$ cat config.mk
export PLATFORM = sky130hd
export DESIGN_NAME = cmatch_timer
export DESIGN_NICKNAME = d
export VERILOG_FILES = /design/src/rtl/cmatch_timer.sv
export SDC_FILE = /design/constraint.sdc
export NUM_CORES = 1
export LEC_CHECK = 0
export ABC_AREA = 1
export BUFFER_PORTS_ARGS = -buffer_cell sky130_fd_sc_hd__buf_2
export CAP_MARGIN = 20
export CORE_MARGIN = 4
export CORE_UTILIZATION = 60
export CTS_BUF_LIST = sky130_fd_sc_hd__clkbuf_4 sky130_fd_sc_hd__clkbuf_8
export CTS_CLUSTER_DIAMETER = 50
export DETAILED_ROUTE_END_ITERATION = 8
export GPL_ROUTABILITY_DRIVEN = 0
export GPL_TIMING_DRIVEN = 0
export HOLD_SLACK_MARGIN = 0.02
export PLACE_DENSITY = 0.81
export SLEW_MARGIN = 20
export SYNTH_ARGS = -nofsm -noshare
export SYNTH_HDL_FRONTEND = slang
export SYNTH_SLANG_ARGS = --single-unit
$ cat constraint.sdc
create_clock -name clk -period 2.3 [get_ports clk]
set_clock_uncertainty 0.15 [all_clocks]
set_input_delay 0.115 -clock clk [delete_from_list [all_inputs] [get_ports clk]]
set_output_delay 0.115 -clock clk [all_outputs]
set_load 0.1 [all_outputs]
$ cat src/rtl/cmatch_timer.sv
module cmatch_timer #(
  parameter int CNT_W   = 32,
  parameter int STR_W   = 8,
  parameter int RUN_IDX = 0
) (
  input  logic             clk,
  input  logic             rst_n,
  input  logic             ref_tick,
  input  logic [1:0]       addr,
  input  logic             wr_en,
  input  logic [CNT_W-1:0] wdata,
  output logic [CNT_W-1:0] rdata,
  output logic             irq
);
  localparam int PRE_W = 7;
  localparam logic [1:0] REQ_IRQ = 2'd2;

  logic [CNT_W-1:0] cnt_q, cmp_q, pend_val;
  logic [STR_W-1:0] str_q;
  logic [PRE_W-1:0] pre_q, pre_last;
  logic [1:0]       pend_n, req_q;
  logic [2:0]       cks_q;
  logic             mf_q, ovf_q, restart_q, ie_q;
  logic             run, div_ok, cnt_en, commit, hit, at_top, set_m, set_o;
  logic             wr_ctl, wr_cnt, wr_cmp, wr_str;

  assign run    = str_q[RUN_IDX];
  assign wr_ctl = wr_en && addr == 2'd0;
  assign wr_cnt = wr_en && addr == 2'd1;
  assign wr_cmp = wr_en && addr == 2'd2;
  assign wr_str = wr_en && addr == 2'd3;

  always_comb begin
    div_ok   = cks_q[2];
    case (cks_q)
      3'd4:    pre_last = PRE_W'(7);
      3'd5:    pre_last = PRE_W'(31);
      3'd6:    pre_last = PRE_W'(127);
      default: pre_last = '0;
    endcase
  end

  assign cnt_en = ref_tick && run && div_ok && (pre_q >= pre_last);
  assign commit = ref_tick && pend_n == 2'd1;
  assign hit    = cnt_q == cmp_q;
  assign at_top = cnt_q == {CNT_W{1'b1}};
  assign set_m  = cnt_en && !commit && hit;
  assign set_o  = cnt_en && !commit && at_top && !hit;
  assign irq    = mf_q && ie_q && req_q == REQ_IRQ;

  always_ff @(posedge clk or negedge rst_n) begin
    if (!rst_n) pre_q <= '0;
    else if (!run) pre_q <= '0;
    else if (ref_tick && div_ok) pre_q <= (pre_q >= pre_last) ? '0 : pre_q + PRE_W'(1);
  end

  always_ff @(posedge clk or negedge rst_n) begin
    if (!rst_n) begin
      pend_val <= '0;
      pend_n   <= '0;
    end else if (wr_cnt) begin
      pend_val <= wdata;
      pend_n   <= 2'd2;
    end else if (ref_tick && pend_n != 2'd0) begin
      pend_n   <= pend_n - 2'd1;
    end
  end

  always_ff @(posedge clk or negedge rst_n) begin
    if (!rst_n) cnt_q <= '0;
    else if (commit) cnt_q <= pend_val;
    else if (cnt_en) cnt_q <= (hit && restart_q) ? '0 : cnt_q + CNT_W'(1);
  end

  always_ff @(posedge clk or negedge rst_n) begin
    if (!rst_n) begin
      cmp_q <= '1;
      str_q <= '0;
    end else begin
      if (wr_cmp) cmp_q <= wdata;
      if (wr_str) str_q <= wdata[STR_W-1:0];
    end
  end

  always_ff @(posedge clk or negedge rst_n) begin
    if (!rst_n) begin
      mf_q <= 1'b0; ovf_q <= 1'b0; restart_q <= 1'b0;
      ie_q <= 1'b0; req_q <= '0;   cks_q <= '0;
    end else begin
      if (wr_ctl) begin
        mf_q      <= mf_q & wdata[15];
        ovf_q     <= ovf_q & wdata[14];
        restart_q <= wdata[8];
        ie_q      <= wdata[7];
        req_q     <= wdata[5:4];
        cks_q     <= wdata[2:0];
      end
      if (set_m) mf_q  <= 1'b1;
      if (set_o) ovf_q <= 1'b1;
    end
  end

  always_comb begin
    case (addr)
      2'd0:    rdata = CNT_W'({mf_q, ovf_q, 5'b0, restart_q, ie_q, 1'b0, req_q, 1'b0, cks_q});
      2'd1:    rdata = cnt_q;
      2'd2:    rdata = cmp_q;
      default: rdata = CNT_W'(str_q);
    endcase
  end

  AST_RESTART_ZERO: assert property (@(posedge clk) disable iff (!rst_n) (cnt_en && hit && restart_q && !commit) |=> (cnt_q == '0 && mf_q));
  AST_FREE_PASS: assert property (@(posedge clk) disable iff (!rst_n) (cnt_en && hit && !restart_q && !commit) |=> (cnt_q == $past(cnt_q) + CNT_W'(1) && mf_q));
  AST_OVF_ROLL: assert property (@(posedge clk) disable iff (!rst_n) $rose(ovf_q) |-> ($past(cnt_q) == {CNT_W{1'b1}} && cnt_q == '0));
  AST_FLAG_CLEAR: assert property (@(posedge clk) disable iff (!rst_n) (wr_ctl && !wdata[15] && !(cnt_en && hit && !commit)) |=> !mf_q);
  AST_STOP_HOLD: assert property (@(posedge clk) disable iff (!rst_n) (!run && !commit) |=> $stable(cnt_q));
  AST_PEND_ARM: assert property (@(posedge clk) disable iff (!rst_n) wr_cnt |=> pend_n == 2'd2);
  AST_COMMIT_LOAD: assert property (@(posedge clk) disable iff (!rst_n) commit |=> cnt_q == $past(pend_val));
  AST_IRQ_OFF: assert property (@(posedge clk) disable iff (!rst_n) (wr_ctl && wdata[15:0] == 16'h0) |=> !irq);
endmodule

# [Word level (Yosys, flattened, before mapping)]
# Index checks and enable logic that the tools add are counted.
# W data, S select, Z words.
[totals] regBits=122 latch_bits=0 mem_bits_rw=0 rom_bits=0 input_bits=38 memories=0
[classes] add_sub_neg=3 multipliers=0 div_mod_pow=0 magnitude_cmp=1 n_eq_ne=11 n_shift=0 muxes=14 n_bitwise=2 reduce_logical=25
[ops] cell="$mux W32" n=3
[ops] cell="$pmux W32 S3" n=1
[ops] cell="$add A32 B1 Y32 const B" n=1
[ops] cell="$eq A32 B32 Y1" n=1
[ops] cell="$eq A32 B32 Y1 const B" n=1
[ops] cell="$mux W7" n=3
[ops] cell="$pmux W7 S3" n=1
[ops] cell="$logic_and A1 B1 Y1" n=17
[ops] cell="$reduce_bool A2 Y1" n=5
[ops] cell="$eq A3 B3 Y1 const B" n=3
[ops] cell="$add A7 B1 Y7 const B" n=1
[ops] cell="$ge A7 B7 Y1" n=1
[ops] cell="$eq A2 B2 Y1 const B" n=3
[ops] cell="$eq A2 B1 Y1 const B" n=2
[ops] cell="$mux W1" n=4
[ops] cell="$mux W2" n=2
[ops] cell="$and A1 B1 Y1" n=2
[ops] cell="$logic_not A1 Y1" n=2
[ops] cell="$logic_not A2 Y1" n=1
[ops] cell="$ne A2 B1 Y1 const B" n=1
[ops] cell="$sub A2 B1 Y2 const B" n=1

# [Longest topological paths before layout]
[depth] depth_word=8 ltp_mapped=15 depth_no_buf=14

# [Worst setup path before layout]
# Ideal clock, no wire load.
[synth_timing] path_type="in2out" start="input addr[0]" end="output rdata[19]" arrival_time_ps=2694 required_time_ps=2035 setup_slack_ps=-659 cell_stages=5 path_cell_list="inv_1 nor2_1 inv_1 clkbuf_1 o21ai_0"
[synth_between] elab_chain_cells=2
[synth_lines] element="start, declared" line="9" source="input logic [1:0] addr,"
[synth_lines] element="$eq A2 B2 Y1, or another cell as far along" line="104" source="case (addr)"
[synth_lines] element="$pmux W32 S3 (*)" line="104"
[synth_lines] element="end, declared" line="12" source="output logic [CNT_W-1:0] rdata,"
# Every way passes the cells marked *; elsewhere a longest branch is shown, timed or not.

# [Final worst setup path]
[layout_timing] start="register cks_q[0]" end="register cnt_q[13]"
[layout_between] elab_chain_cells=5
[layout_lines] element="start, declared" line="22" source="logic [2:0] cks_q;"
[layout_lines] element="start signal, assigned" line="96" source="cks_q <= wdata[2:0];"
[layout_lines] element="$eq A3 B3 Y1" line="35" source="case (cks_q)"
[layout_lines] element="$pmux W7 S3 (*)" line="35"
[layout_lines] element="$ge A7 B7 Y1 (*)" line="43" source="assign cnt_en = ref_tick && run && div_ok && (pre_q >= pre_last);"
[layout_lines] element="$logic_and A1 B1 Y1 (*)" line="43"
[layout_lines] element="$reduce_bool A2 Y1 (no source line) (*)"
[layout_lines] element="end signal, assigned" line="71" source="else if (commit) cnt_q <= pend_val;"
[layout_lines] element="end signal, assigned" line="72" source="else if (cnt_en) cnt_q <= (hit && restart_q) ? '0 : cnt_q + CNT_W'(1);"
[layout_lines] element="end, declared" line="18" source="logic [CNT_W-1:0] cnt_q, cmp_q, pend_val;"
# Marked as above.
# A chain may end at the register's enable or synchronous reset.

==> run_results.csv <==
group,metric,value,unit
run_status,status,"complete, but fails checks",
run_status,violations,"setup timing",
layout,nets,1268,
placement,pre_cts_slack,-0.404,ns
layout,fillers,888,
routing,via_per_inst,5.76,
sta,tightest_slew,0.991,ns
layout,num_antenna_cells,0,
logic_synthesis,synth_compound_area_share,11.8,%
setup_path,slowest_stage,"dfrtp_2",
setup_path,crit_type,"reg -> reg",
sta,final-max-slew-violation-count,0,
placement,hpwl,17.1,mm
logic_synthesis,synth_warnings,0,
logic_synthesis,synth.distinct_cells,35,
sta,finalSetupTns,-1.50,ns
logic_synthesis,netlist_area,7560,um2
cts,path_clk_slew,0.08,ns
setup_path,cp_num_cells,12,
placement,numPortBuffers,70,
logic_synthesis,synthAdderAreaFrac,1.82,%
cts,clkLatencyLatePin,0.48,ns
sta,hold_viol,0,
layout,area_growth,24.7,%
floorplan,floorplan.die.width,120,um
routing,drt_iter0_markers,1083,
sta,fmaxAchievable,419,MHz
logic_synthesis,synth_top_family_by_area,"simple AND/OR/NAND/NOR gates",
logic_synthesis,synthMuxAreaShare,0,%
logic_synthesis,yosysSeqAreaShare,40.9,%
setup_path,critPathTopFamily,"simple AND/OR/NAND/NOR gates",
setup_path,end_kind,"flop",
logic_synthesis,syn_avg_cell_area,6.99,um2
global_route,grt_pass1_vias,7490,
routing,routedWlPerCell,18.1,um
floorplan,initial_utilization,62.1,%
logic_synthesis,synth-simple-area-share,30.5,%
cts,clock_sinks,122,
routing,wirelength,25.4,mm
sta,finalCritPeriodShare,104,%
logic_synthesis,ys_ff_latch,122,
logic_synthesis,synth_xor_area_share,3.94,%
power_and_ir_drop,power_leakage,4.62,nW
setup_path,worst_setup_path_start_kind,"flop",
floorplan,die_area,14500,um2
routing,detail-route-antenna-nets,0,
sta,finalSetupViolations,30,
layout,multiInputGateArea,3920,um2
routing,via_count,8069,
hold_path,hold_path.class,"in -> async",
setup_path,crit_buf_inv,3,
global_route,grt.overflow.total,0,
global_route,antenna_found_initial,0,
sta,period_needed,2.39,ns
setup_path,crit_arrival,2.64,ns
cts,cts_tree,"yes",
cts,cts_made_buffers,17,
routing,route.detailed.drc,0,
cts,root_buffer,"clkbuf_8",
setup_path,slowest_delay,0.44,ns
floorplan,ios,71,
logic_synthesis,synthCells,1081,
layout,regArea,3090,um2
global_route,track_usage,34.6,%
power_and_ir_drop,irDropWorstVdd,0.000849,V
logic_synthesis,synth.net_count,1130,
sta,rsz0062_at_grt,"yes",
power_and_ir_drop,p_per_area,1010,nW/um2
setup_path,path_cells,"nand3b_1 -> ha_1 -> nand2_1 -> inv_1 -> a21oi_2 -> nand3_4 -> nand2_4 -> nand2_8 -> buf_8 -> o21ai_2 -> inv_1 -> nand2_1",
run,maxCapViolCount,0,
cts,cts_buffer_depth,2,
setup_path,crit_fanout,7,
setup_path,r2r_cells,12,
floorplan,coreArea,12200,um2
floorplan,rows,40,
global_route,grt_start_max_net_pins,69,
setup_path,crit_required,2.55,ns
floorplan,die_y,120,um
sta,fin_ws,-0.0872,ns
global_route,grt_pass1_wl,38.4,mm
sta,slew_headroom,33.9,%
routing,first_pass_iters,6,
layout,drive_gt1_share,21.1,%
cts,h-tree-depth,4,
## placed cells by master (no fill, tap or decap), types with 4 or more instances in the layout
| cell type | synthesis | routed |
|---|---|---|
| a21oi_1 | 9 | 8 |
| buf_2 | 6 | 73 |
| buf_4 | 4 | 10 |
| buf_6 | 5 | 9 |
| buf_8 | 0 | 4 |
| clkbuf_1 | 19 | 15 |
| clkbuf_8 | 0 | 17 |
| clkinv_4 | 0 | 6 |
| dfrtp_1 | 90 | 89 |
| dfstp_2 | 32 | 32 |
| dlygate4sd3_1 | 0 | 35 |
| ha_1 | 11 | 10 |
| inv_1 | 159 | 156 |
| inv_2 | 7 | 9 |
| inv_6 | 0 | 5 |
| nand2_1 | 389 | 385 |
| nand2_2 | 4 | 6 |
| nand3_1 | 27 | 25 |
| nand3_2 | 18 | 18 |
| nand3b_1 | 4 | 4 |
| nand4_1 | 12 | 12 |
| nor2_1 | 67 | 66 |
| nor2_2 | 4 | 5 |
| nor3_1 | 10 | 10 |
| o21ai_0 | 123 | 89 |
| o21ai_1 | 2 | 7 |
| o21ai_2 | 0 | 25 |
| o21ai_4 | 0 | 4 |
| o221ai_1 | 4 | 4 |
| o22ai_1 | 25 | 14 |
| o22ai_2 | 0 | 11 |
| xnor2_1 | 12 | 12 |
| xor2_1 | 22 | 22 |
## cell families (layout without fill, tap and decap cells)
logic type,count (synthesis),in the layout
adders and majority gates,11,11
AOI/OAI and AO/OA,167,167
xor gates and xnor gates,34,34
and+or+nand+nor,542,542
DFF,122,122
buffers and inverters,205,356
## power by group
| part | switching, mW | internal [mW] |
|---|---|---|
| Sequential | 0.583 | 2.70 |
| Combinational | 2.91 | 1.33 |
| Clock | 1.02 | 1.00 |
## per-layer routing
| metal | up-vias | global-route usage (%) | share of wire, % |
|---|---|---|---|
| met2 | 534 | 51.6 | 45 |
| met1 | 3779 | 47.6 | 39 |
| met4 | 0 | 15.1 | 3.9 |
| met3 | 94 | 9.26 | 12 |
| li1 | 3662 | - | - |
| met5 | - | 0 | 0 |
## synth_stat cells, drive strengths merged
library cell | n | area [um2]
nand2 | 393 | 1490
inv | 166 | 623
o21ai | 125 | 626
dfrtp | 90 | 2250
nor2 | 73 | 299
nand3 | 46 | 333
dfstp | 32 | 841
o22ai | 25 | 156
xor2 | 22 | 193
clkbuf | 19 | 71.3
buf | 18 | 128
nand4 | 12 | 75.1
xnor2 | 12 | 105
ha | 11 | 138
nor3 | 11 | 60.1
a21oi | 9 | 45.0
nand3b | 4 | 30.0
o221ai | 4 | 35.0
and2 | 2 | 12.5
clkinv | 2 | 8.75
o2111ai | 2 | 17.5
o211ai | 2 | 15.0
nor3b | 1 | 7.51
## sequential cells by signal, indices dropped and copies added, names as in the netlist
name	count
cks_q	3
cmp_q	32
cnt_q	32
ie_q	1
mf_q	1
ovf_q	1
pend_n	2
pend_val	32
pre_q	7
req_q	2
restart_q	1
str_q	8
## per-stage QoR
| stage | cell area (um2) | util (%) | std cells | hold slack (ns) | power [mW] |
|---|---|---|---|---|---|
| floorplan | 7630 | - | 1081 | -0.331 | 5.91 |
| global placement | 8190 | 67.4 | 1319 | 0.201 | 6.75 |
| detailed placement | 8230 | 67.6 | 1320 | -0.0590 | 6.85 |
| CTS | 9180 | 75.5 | 1396 | 0.0221 | 9.08 |
| global route | 9430 | 77.5 | 1400 | 0.0700 | 10.0 |
| finish | 9430 | 77.5 | 1400 | 0.00813 | 9.54 |
## final cells by class
class	instances	share of cell area [%]
multi-input combinational	754	41.6
sequential	122	32.8
timing repair buffer	119	9.36
inverter	168	6.76
buffer	37	2.89
clock buffer	18	2.56
tap	168	2.23
clock inverter	14	1.74
## worst paths after layout
check	slack [ns]	to	startpoint
setup / recovery	-0.09	cnt_q[13]$_DFFE_PN0P_	cks_q[0]$_DFFE_PN0P_
hold / removal	0.008	pre_q[0]$_DFFE_PN0P_	rst_n
setup reg to reg	-0.09	cnt_q[13]$_DFFE_PN0P_	cks_q[0]$_DFFE_PN0P_
hold reg to reg	0.34	pend_val[19]$_DFFE_PN0P_	pend_val[19]$_DFFE_PN0P_
max in group asynchronous	1.24	cmp_q[11]$_DFFE_PN1P_	rst_n
min in group clk	0.14	ie_q$_DFFE_PN0P_	addr[0]
## timing repair
item	4_1_cts	5_1_grt
cloned	3	1
hold endpoints to repair	197	0
setup endpoints to repair	33	40
hold buffers	35	0
gates resized for setup	48	63
pin swaps	6	9
setup buffers	6	3
Note: power is estimated with default switching activity, not from simulation.
